===== config.mk =====
export PLATFORM = sky130hd
export DESIGN_NAME = rx_desc_own_ctrl
export DESIGN_NICKNAME = d
export VERILOG_FILES = /design/src/rtl/rdo_pkg.sv /design/src/rtl/rdo_ring_state.sv /design/src/rtl/rdo_miss_cnt.sv /design/src/rtl/rdo_seq.sv /design/src/rtl/rx_desc_own_ctrl.sv
export SDC_FILE = /design/constraint.sdc
export NUM_CORES = 1
export LEC_CHECK = 0
export ABC_AREA = 0
export BUFFER_PORTS_ARGS = -buffer_cell sky130_fd_sc_hd__buf_2
export CAP_MARGIN = 30
export CORE_UTILIZATION = 30
export DETAILED_ROUTE_END_ITERATION = 12
export RECOVER_POWER = 25
export SYNTH_ARGS = -nofsm -noshare
export SYNTH_HDL_FRONTEND = slang
export SYNTH_SLANG_ARGS = --single-unit

===== constraint.sdc =====
create_clock -name clk_i -period 1.6 [get_ports clk_i]
set_input_delay 0.16 -clock clk_i [delete_from_list [all_inputs] [get_ports clk_i]]
set_output_delay 0.16 -clock clk_i [all_outputs]
set_load 0.01 [all_outputs]

===== src/rtl/rdo_pkg.sv =====
package rdo_pkg;
  typedef enum logic [1:0] {
    ACC_READ    = 2'd0,
    ACC_OWN_CLR = 2'd1,
    ACC_STATUS  = 2'd2
  } acc_kind_e;

  typedef enum logic [3:0] {
    S_IDLE, S_TCUR, S_TNXT, S_FINAL, S_PNEXT, S_XFER,
    S_REL, S_LOOK, S_BERR, S_DROP, S_MISS, S_DONE
  } seq_state_e;
endpackage


===== src/rtl/rdo_ring_state.sv =====
module rdo_ring_state #(
  parameter int RING_SIZE = 16,
  parameter int IDX_W     = $clog2(RING_SIZE)
) (
  input  logic             clk_i,
  input  logic             rst_ni,
  input  logic             ld_cur_i,
  input  logic             ld_nxt_i,
  input  logic             own_val_i,
  input  logic             adv_i,
  output logic [IDX_W-1:0] cur_idx_o,
  output logic [IDX_W-1:0] nxt_idx_o,
  output logic             cur_own_o,
  output logic             nxt_own_o
);
  logic [IDX_W-1:0] cur_q;
  logic             cur_own_q, nxt_own_q;

  assign nxt_idx_o = (cur_q == IDX_W'(RING_SIZE-1)) ? '0 : cur_q + 1'b1;
  assign cur_idx_o = cur_q;
  assign cur_own_o = cur_own_q;
  assign nxt_own_o = nxt_own_q;

  always_ff @(posedge clk_i or negedge rst_ni) begin
    if (!rst_ni) begin
      cur_q     <= '0;
      cur_own_q <= 1'b0;
      nxt_own_q <= 1'b0;
    end else if (adv_i) begin
      cur_q     <= nxt_idx_o;
      cur_own_q <= nxt_own_q;
      nxt_own_q <= 1'b0;
    end else begin
      if (ld_cur_i) cur_own_q <= own_val_i;
      if (ld_nxt_i) nxt_own_q <= own_val_i;
    end
  end


  ring_adv_chk: assert property (@(posedge clk_i) disable iff (!rst_ni)
    adv_i |=> (cur_idx_o == $past(nxt_idx_o)) && (cur_own_o == $past(nxt_own_o)) && !nxt_own_o);
endmodule


===== src/rtl/rdo_miss_cnt.sv =====
module rdo_miss_cnt #(
  parameter int MISS_W = 16
) (
  input  logic              clk_i,
  input  logic              rst_ni,
  input  logic              inc_i,
  output logic [MISS_W-1:0] cnt_o
);
  always_ff @(posedge clk_i or negedge rst_ni) begin
    if (!rst_ni)    cnt_o <= '0;
    else if (inc_i) cnt_o <= cnt_o + 1'b1;
  end


  miss_step_chk: assert property (@(posedge clk_i) disable iff (!rst_ni)
    !$stable(cnt_o) |-> (cnt_o == MISS_W'($past(cnt_o) + 1'b1)) && $past(inc_i));
endmodule


===== src/rtl/rdo_seq.sv =====
module rdo_seq
  import rdo_pkg::*;
#(
  parameter int IDX_W = 4,
  parameter int CNT_W = 12
) (
  input  logic             clk_i,
  input  logic             rst_ni,
  input  logic             frame_acc_i,
  input  logic             buf_full_i,
  input  logic             oflo_i,
  input  logic             eof_i,
  input  logic [CNT_W-1:0] frame_len_i,
  input  logic             poll_tick_i,
  input  logic             cur_own_i,
  input  logic             nxt_own_i,
  input  logic [IDX_W-1:0] cur_idx_i,
  input  logic [IDX_W-1:0] nxt_idx_i,
  input  logic             req_ready_i,
  input  logic             rd_own_i,
  output logic             req_valid_o,
  output logic [1:0]       req_kind_o,
  output logic [IDX_W-1:0] req_idx_o,
  output logic             wr_enp_o,
  output logic             wr_buff_o,
  output logic             wr_oflo_o,
  output logic [CNT_W-1:0] wr_cnt_o,
  output logic             ld_cur_o,
  output logic             ld_nxt_o,
  output logic             adv_o,
  output logic             miss_inc_o,
  output logic             xfer_en_o,
  output logic             miss_o
);
  seq_state_e       state_q, state_d;
  logic [CNT_W-1:0] len_q;
  logic             oflo_q;
  logic             hs;

  assign hs = req_valid_o && req_ready_i;

  always_comb begin
    req_valid_o = 1'b0;
    req_kind_o  = ACC_READ;
    req_idx_o   = cur_idx_i;
    unique case (state_q)
      S_TCUR, S_FINAL:        req_valid_o = 1'b1;
      S_TNXT, S_PNEXT, S_LOOK: begin req_valid_o = 1'b1; req_idx_o = nxt_idx_i; end
      S_REL:                  begin req_valid_o = 1'b1; req_kind_o = ACC_OWN_CLR; end
      S_BERR, S_DONE:         begin req_valid_o = 1'b1; req_kind_o = ACC_STATUS; end
      default: ;
    endcase
  end

  assign wr_enp_o  = (state_q == S_DONE);
  assign wr_buff_o = (state_q == S_BERR);
  assign wr_oflo_o = (state_q == S_BERR) && oflo_q;
  assign wr_cnt_o  = (state_q == S_DONE) ? len_q : '0;
  assign xfer_en_o = (state_q == S_XFER);
  assign miss_o    = (state_q == S_MISS);

  always_comb begin
    state_d    = state_q;
    ld_cur_o   = 1'b0;
    ld_nxt_o   = 1'b0;
    adv_o      = 1'b0;
    miss_inc_o = 1'b0;
    unique case (state_q)
      S_IDLE: begin
        if (frame_acc_i)
          state_d = !cur_own_i ? S_FINAL : (nxt_own_i ? S_XFER : S_PNEXT);
        else if (poll_tick_i) begin
          if (!cur_own_i)      state_d = S_TCUR;
          else if (!nxt_own_i) state_d = S_TNXT;
        end
      end
      S_TCUR:  if (hs) begin ld_cur_o = 1'b1; state_d = S_IDLE; end
      S_TNXT:  if (hs) begin ld_nxt_o = 1'b1; state_d = S_IDLE; end
      S_FINAL: if (hs) begin
        ld_cur_o = 1'b1;
        if (rd_own_i) state_d = nxt_own_i ? S_XFER : S_PNEXT;
        else begin miss_inc_o = 1'b1; state_d = S_MISS; end
      end
      S_PNEXT: if (hs) begin ld_nxt_o = 1'b1; state_d = S_XFER; end
      S_XFER: begin
        if (eof_i)           state_d = S_DONE;
        else if (buf_full_i) state_d = nxt_own_i ? S_REL : S_BERR;
      end
      S_REL:   if (hs) begin adv_o = 1'b1; state_d = S_LOOK; end
      S_LOOK:  if (hs) begin ld_nxt_o = 1'b1; state_d = S_XFER; end
      S_BERR:  if (hs) begin adv_o = 1'b1; state_d = S_DROP; end
      S_DROP, S_MISS: if (eof_i) state_d = S_IDLE;
      S_DONE:  if (hs) begin adv_o = 1'b1; state_d = S_IDLE; end
      default: state_d = S_IDLE;
    endcase
  end

  always_ff @(posedge clk_i or negedge rst_ni) begin
    if (!rst_ni) begin
      state_q <= S_IDLE;
      len_q   <= '0;
      oflo_q  <= 1'b0;
    end else begin
      state_q <= state_d;
      if (state_q == S_XFER && eof_i) len_q <= frame_len_i;
      if (state_q == S_XFER && !eof_i && buf_full_i) oflo_q <= oflo_i;
    end
  end


  req_hold_chk: assert property (@(posedge clk_i) disable iff (!rst_ni)
    (req_valid_o && !req_ready_i) |=> req_valid_o && $stable(req_kind_o) && $stable(req_idx_o));

  no_known_cur_read_chk: assert property (@(posedge clk_i) disable iff (!rst_ni)
    (req_valid_o && req_kind_o == ACC_READ && req_idx_o == cur_idx_i) |-> !cur_own_i);

  no_known_nxt_read_chk: assert property (@(posedge clk_i) disable iff (!rst_ni)
    (req_valid_o && req_kind_o == ACC_READ && req_idx_o == nxt_idx_i) |-> !nxt_own_i);

  miss_quiet_chk: assert property (@(posedge clk_i) disable iff (!rst_ni)
    miss_o |-> !req_valid_o);

  xfer_quiet_chk: assert property (@(posedge clk_i) disable iff (!rst_ni)
    xfer_en_o |-> !req_valid_o && !miss_o);

  own_clr_clean_chk: assert property (@(posedge clk_i) disable iff (!rst_ni)
    (req_valid_o && req_kind_o == ACC_OWN_CLR) |-> !wr_enp_o && !wr_buff_o && !wr_oflo_o && (wr_cnt_o == '0));
endmodule


===== src/rtl/rx_desc_own_ctrl.sv =====
module rx_desc_own_ctrl #(
  parameter int RING_SIZE = 16,
  parameter int CNT_W     = 12,
  parameter int MISS_W    = 16,
  localparam int IDX_W    = $clog2(RING_SIZE)
) (
  input  logic              clk_i,
  input  logic              rst_ni,
  input  logic              frame_acc_i,
  input  logic              buf_full_i,
  input  logic              oflo_i,
  input  logic              eof_i,
  input  logic [CNT_W-1:0]  frame_len_i,
  input  logic              poll_tick_i,
  output logic              req_valid_o,
  input  logic              req_ready_i,
  output logic [1:0]        req_kind_o,
  output logic [IDX_W-1:0]  req_idx_o,
  input  logic              rd_own_i,
  output logic              wr_enp_o,
  output logic              wr_buff_o,
  output logic              wr_oflo_o,
  output logic [CNT_W-1:0]  wr_cnt_o,
  output logic              xfer_en_o,
  output logic              miss_o,
  output logic [MISS_W-1:0] miss_cnt_o
);
  logic [IDX_W-1:0] cur_idx, nxt_idx;
  logic cur_own, nxt_own, ld_cur, ld_nxt, adv, miss_inc;

  rdo_ring_state #(.RING_SIZE(RING_SIZE), .IDX_W(IDX_W)) u_ring (
    .clk_i, .rst_ni,
    .ld_cur_i(ld_cur), .ld_nxt_i(ld_nxt), .own_val_i(rd_own_i), .adv_i(adv),
    .cur_idx_o(cur_idx), .nxt_idx_o(nxt_idx), .cur_own_o(cur_own), .nxt_own_o(nxt_own)
  );

  rdo_seq #(.IDX_W(IDX_W), .CNT_W(CNT_W)) u_seq (
    .clk_i, .rst_ni,
    .frame_acc_i, .buf_full_i, .oflo_i, .eof_i, .frame_len_i, .poll_tick_i,
    .cur_own_i(cur_own), .nxt_own_i(nxt_own), .cur_idx_i(cur_idx), .nxt_idx_i(nxt_idx),
    .req_ready_i, .rd_own_i,
    .req_valid_o, .req_kind_o, .req_idx_o,
    .wr_enp_o, .wr_buff_o, .wr_oflo_o, .wr_cnt_o,
    .ld_cur_o(ld_cur), .ld_nxt_o(ld_nxt), .adv_o(adv), .miss_inc_o(miss_inc),
    .xfer_en_o, .miss_o
  );

  rdo_miss_cnt #(.MISS_W(MISS_W)) u_miss (
    .clk_i, .rst_ni, .inc_i(miss_inc), .cnt_o(miss_cnt_o)
  );
endmodule


# == Yosys cells after proc, flatten, opt, wreduce, memory -nomap -nowiden ==
# Index checks and enable logic that the tools add are counted.
# totals
word_cells,81
out_inout_bits,40
register_bits,39
input_bits,21
# classes
add_sub_neg,2
n_eq_ne,21
mux,33
n_reduce_logical,18
# ops
op,count
4-bit 2-to-1 mux,17
4-bit case mux with 8 select lines,1
"4-bit == test, second input constant",5
"16-bit by 1-bit adder with 16-bit output, second input constant",1
"4-bit by 3-bit == test with 1-bit output, second input constant",4
1-bit 2-to-1 mux,13
12-bit 2-to-1 mux,1
"2-bit by 1-bit inequality test with 1-bit output, second input constant",5
9-bit AND reduction,1
3-bit OR reduction,3
"4-bit by 2-bit == test with 1-bit output, second input constant",2
2-bit OR reduction,4
8-bit OR reduction,1
"3-bit inequality test, second input constant",2
1-bit logical AND,5
"4-bit by 1-bit adder with 4-bit output, second input constant",1
"4-bit by 1-bit == test with 1-bit output, second input constant",1
4-bit zero test,1
"4-bit inequality test, second input constant",1
2-bit case mux with 2 select lines,1
2-bit nonzero test,2
"2-bit inequality test, second input constant",1
1-bit zero test,1

# == Longest topological paths before layout ==
# logic_depth
ltp_word,8
depth_mapped,7
mapped_depth_nobuf,5

# == Modules after synthesis ==
# A second synthesis with hierarchy kept.
# unflattened
hier_cells,209
hier_area_um2,2239.6
# by_module_without_submodules
module,instances,area_each_um2,seq_area_each_um2,cells_per_inst
rdo_seq,1,1227.4,425.4,124
rdo_miss_cnt,1,695.7,400.4,56
rdo_ring_state,1,316.6,150.1,29

# == Least setup slack after synthesis ==
# No wires, ideal clock.
# synth_path
path_type,register -> register
startpoint,reg u_seq.state_q[1]
endpoint,reg u_seq.state_q[0]
period_less_slack_ns,1.641
t_required_ns,1.472
setup_time_ns,0.128
t_arrival_ns,1.514
path_buffers,1
path_slack_ns,-0.041
stages_incl_launch_ff,6
cell_sequence,dfrtp_1 -> buf_6 -> or2_4 -> a2111oi_4 -> nor3_2 -> mux2_1
# synth_between
elab_chain_cells,6
word_cells_on_any_way,29
classes_between,eq/ne (20); mux (2); reduce/logical (7)
# synth_rtl
item,line_no,text
"start, declared",rdo_seq.sv:35,"seq_state_e state_q, state_d;"
"start signal, assigned",rdo_seq.sv:104,state_q <= state_d;
4-bit == test (tied with other cells),"rdo_seq.sv:46, rdo_seq.sv:68",
8-bit OR reduction (no source line),n/a,
1-bit 2-to-1 mux,rdo_seq.sv:46,unique case (state_q)
1-bit logical AND,rdo_seq.sv:40,assign hs = req_valid_o && req_ready_i;
2-bit by 1-bit inequality test with 1-bit output (no source line),n/a,
9-bit AND reduction (no source line),n/a,
# Several ways; a longest one is shown, not always the timed one.
# A chain may end at the register's enable or synchronous reset.

# == Worst setup path in the final report ==
# layout_path
startpoint,reg u_seq.state_q[0]
endpoint,out req_idx_o[1]
# layout_between
elab_chain_cells,3
word_cells_on_any_way,5
classes_between,eq/ne (3); mux (1); reduce/logical (1)
# layout_rtl
item,line_no,text
4-bit by 2-bit == test with 1-bit output / 4-bit by 3-bit == test with 1-bit output (equally long branches),rdo_seq.sv:46,
3-bit OR reduction (no source line) *,n/a,
4-bit 2-to-1 mux *,rdo_seq.sv:46,
"end, declared",rx_desc_own_ctrl.sv:18,"output logic [IDX_W-1:0] req_idx_o,"
# Every way passes the cells marked *; elsewhere a longest branch is shown, timed or not.

==> run_results.csv <==
group,metric,value,unit
sta,fmax,0.527,GHz
sta,tns,-11410,ps
yosys,ys_seq_area_share,43.9,%
grt,met1_usage,20.0,%
pwr,ir_drop,0.000907,V
yosys,synth_edf_count,0,
routing,drtIter0Drc,61,
sta,period_needed,1900,ps
yosys,synth_largest_area_cell,"dfrtp_1",
worst_setup_path,cp-start-kind,"register",
clocking,clkTransAtPathRegs,80,ps
min_path,hp-start,"frame_len_i[7]",
yosys,post-synth-top-area-fraction,43.9,%
grt,top_usage_layer,"met2",
yosys,syn_avg_cell_area,10.6,sq um
routing,wl,5850,um
worst_setup_path,rr_worst_depth,6,
yosys,ys.flop_type,"dfrtp_1",
clocking,cts-buffers-inserted,5,
floorplan,dieArea,7760,sq um
routing,vias,1982,
worst_setup_path,cp_max_fo,5,
clocking,cts_max_level,2,
worst_setup_path,crit_type,"reg -> out",
floorplan,num_io_pins,61,
placement,numPlacedInstances,395,
clocking,cts_tree,"built",
final_layout,multi_input_area,1390,sq um
sta,final-max-slew-violation-count,0,
pwr,combPwrFrac,56.4,%
pwr,p_sw,0.00188,W
pwr,powerDensity,1540,nW/um^2
clocking,clockRootBuffer,"clkbuf_8",
sta,skew,6.22,ps
routing,drcViolationCount,0,
yosys,async_flop_share,100,%
placement,port_buffers,60,
pwr,leakagePower,1.74,nW
final_layout,final_core_util,48.4,%
clocking,worstSkewPairLatency,290,ps
pwr,seqPwrFrac,28.2,%
routing,wl_per_cell,13.8,um
worst_setup_path,worstPathArrival,1740,ps
grt,grt_pass1_wl,9290,um
clocking,clkSinkCount,39,
yosys,ys_ff_latch,39,
sta,finalHoldViolCount,0,
worst_setup_path,critPathCaptureType,"output port",
status,status,"finished, violations left",
sta,finalCritPeriodShare,119,%
min_path,holdCritPathClass,"in -> reg",
grt,grt_pass1_vias,1960,
min_path,hold_depth,2,
pwr,p_sw_share,35.1,%
final_layout,area_delta_synth_final,57.0,%
worst_setup_path,reg2reg_to,"u_seq.state_q[3]",
pwr,p_total,0.00536,W
clocking,clock_path_buffers,2,
yosys,yosysWarnings,0,
sta,rsz0062_at_grt,"yes",
yosys,syn_area,2220,sq um
yosys,synth_cell_types,47,
floorplan,die_x,88.1,um
worst_setup_path,r2r_slack,-270,ps
floorplan,die_h,88.1,um
floorplan,rows,31,
grt,grt_max_degree,27,
min_path,min_to,"u_seq.len_q[7]",
final_layout,regArea,978,sq um
worst_setup_path,r2r-start,"u_seq.state_q[0]",
final_layout,fin_nets,349,
routing,vias_per_cell,4.66,
grt,grt_use_met2,26.6,%
pwr,power.share.clock,15.4,%
yosys,post_synth_inst_count,210,
run,maxCapViolCount,0,
routing,ant_nets,0,
grt,use_met3,3.68,%
final_layout,finalNonFillerCells,425,
worst_setup_path,critPathRequiredTime,1440,ps
final_layout,nFillCells,706,
floorplan,core_area,7210,sq um
final_layout,layout-drive-gt1-share,57.1,%
sta,tightest_slew,698,ps
grt,grt_use_total,15.9,%
placement,place.detailed.hpwl,3820,um
yosys,yosys-top-cells-area,"dfrtp_1 (44%), mux2_2 (8.1%), xnor2_1 (5.9%)",
sta,setup_viol,61,
sta,slew_headroom,53.5,%
placement,globalplace.congestion,0.840,
yosys,syn_nets,234,
sta,worst_slack,-298,ps
routing,drtPass1Iterations,4,
floorplan,start_util,30.8,%
final_layout,diodes,0,
grt,antenna_found_initial,0,
status,violations,"negative setup slack",
grt,grt_overflow,0,
pwr,p_int,0.00348,W
-- sequential cells by signal (all words and copies together) (netlist names) --
register,count
u_ring.nxt_own_o,1
u_ring.cur_idx_o,4
u_seq.oflo_q,1
u_ring.cur_own_o,1
u_seq.state_q,4
u_miss.cnt_o,16
u_seq.len_q,12
-- layer usage --
layer	part of all wire, %	vias to the layer above
met2	47	60
met1	46	949
met4	2.3	0
met5	0	-
li1	-	961
met3	4.2	12
-- layout by cell type, fill, tap and decap left out, types with 3 or more instances in the layout --
master	n
buf_2	54
buf_4	38
dfrtp_1	37
buf_6	22
xnor2_1	13
mux2_2	13
and2_1	11
nand2_1	11
mux2_4	8
o21ai_0	8
nor2_4	6
and3_1	6
nor2b_1	5
nand3_1	5
a21oi_1	5
clkbuf_8	5
a21oi_2	4
inv_1	4
nor3_4	4
xor2_1	4
nand2b_1	3
a31oi_1	3
o21ai_1	3
nand3_2	3
ha_1	3
-- layout make-up --
cell class              instances  share of cell area [%]
clock buffers                   5                    1.97
clock inverters                 3                    1.25
inverters                       4                   0.430
multi-input cells             157                    39.9
flip-flops and latches         39                    28.0
well taps                      99                    3.55
repair buffers                118                    24.8
-- per-stage QoR --
step / instance area [sq um] / setup slack [ps] / hold slack (ps)
floorplan: 2230 / 2.28 / -136
global placement: 2870 / -157 / 212
detailed placement: 2870 / -205 / 215
CTS: 3390 / -317 / 86.5
global route: 3490 / -366 / 72.4
finish: 3490 / -298 / 96.1
-- synth_stat cells, types with 2 or more instances --
master     n
nor2b_1    6
nand4_1    2
inv_1      4
o21a_1     2
nor3_2     2
nor3_1     3
dfrtp_1   39
nand2b_1   5
mux2_2    16
clkbuf_1   5
a31oi_1    3
nand3_1    8
mux2i_1    2
and3_1     7
o41ai_1    2
a21oi_1    9
nand2_1   13
xor2_1     4
mux2_1     5
ha_1       3
and2_1    12
xnor2_1   15
nor2_1     7
a21o_1     2
buf_4      2
o21ai_0   10
buf_6      2
-- worst max-delay path, stage by stage, from the launching register on --
cell and delay, ps:
dfrtp_1 430, buf_6 150, xnor2_2 130, a21oi_2 230, nor2_4 80, mux2_4 310, buf_6 120
-- worst max-delay path by stage --
| stage | from | end | slack, ps | cells past startpoint |
|---|---|---|---|---|
| final | u_seq.state_q[0] | req_idx_o[1] | -300 | 6 |
| after floorplan | u_seq.state_q[0] | u_seq.state_q[0] | 2 | 6 |
| after detailed placement | u_seq.state_q[2] | u_seq.state_q[0] | -210 | 6 |
| after CTS | u_seq.state_q[0] | req_idx_o[1] | -320 | 6 |
| after global placement | u_seq.state_q[0] | req_idx_o[1] | -160 | 6 |
| after global routing | u_seq.state_q[1] | req_idx_o[1] | -370 | 6 |
-- repair_timing --
item,4_1_cts,5_1_grt
gates cloned,2,0
setup endpoints to repair,57,62
hold buffers,1,0
pin swaps,24,20
gates resized for setup,61,16
endpoints found under the hold margin,24,0
buffers inserted,15,6
-- power groups by stage --
stage	Sequential [W]	Clock, W	Combinational, W
3_5_place_dp	0.00154	0	0.00209
5_1_grt	0.00156	0.000909	0.00327
3_3_place_gp	0.00153	0	0.00208
2_1_floorplan	0.00146	0	0.00133
4_1_cts	0.00150	0.000854	0.00291
6_report	0.00151	0.000824	0.00302
-- cells by family after synthesis --
group / Yosys count / share of synthesized area [%]
and+or+nand+nor: 77 / 21.0
DFF: 39 / 43.9
AOI/OAI and AO/OA: 35 / 11.0
muxes: 23 / 11.5
xor gates and xnor gates: 19 / 7.48
buffers and inverters: 14 / 3.43
adders and majority gates: 3 / 1.69
Note: power is estimated with default switching activity, not from simulation.
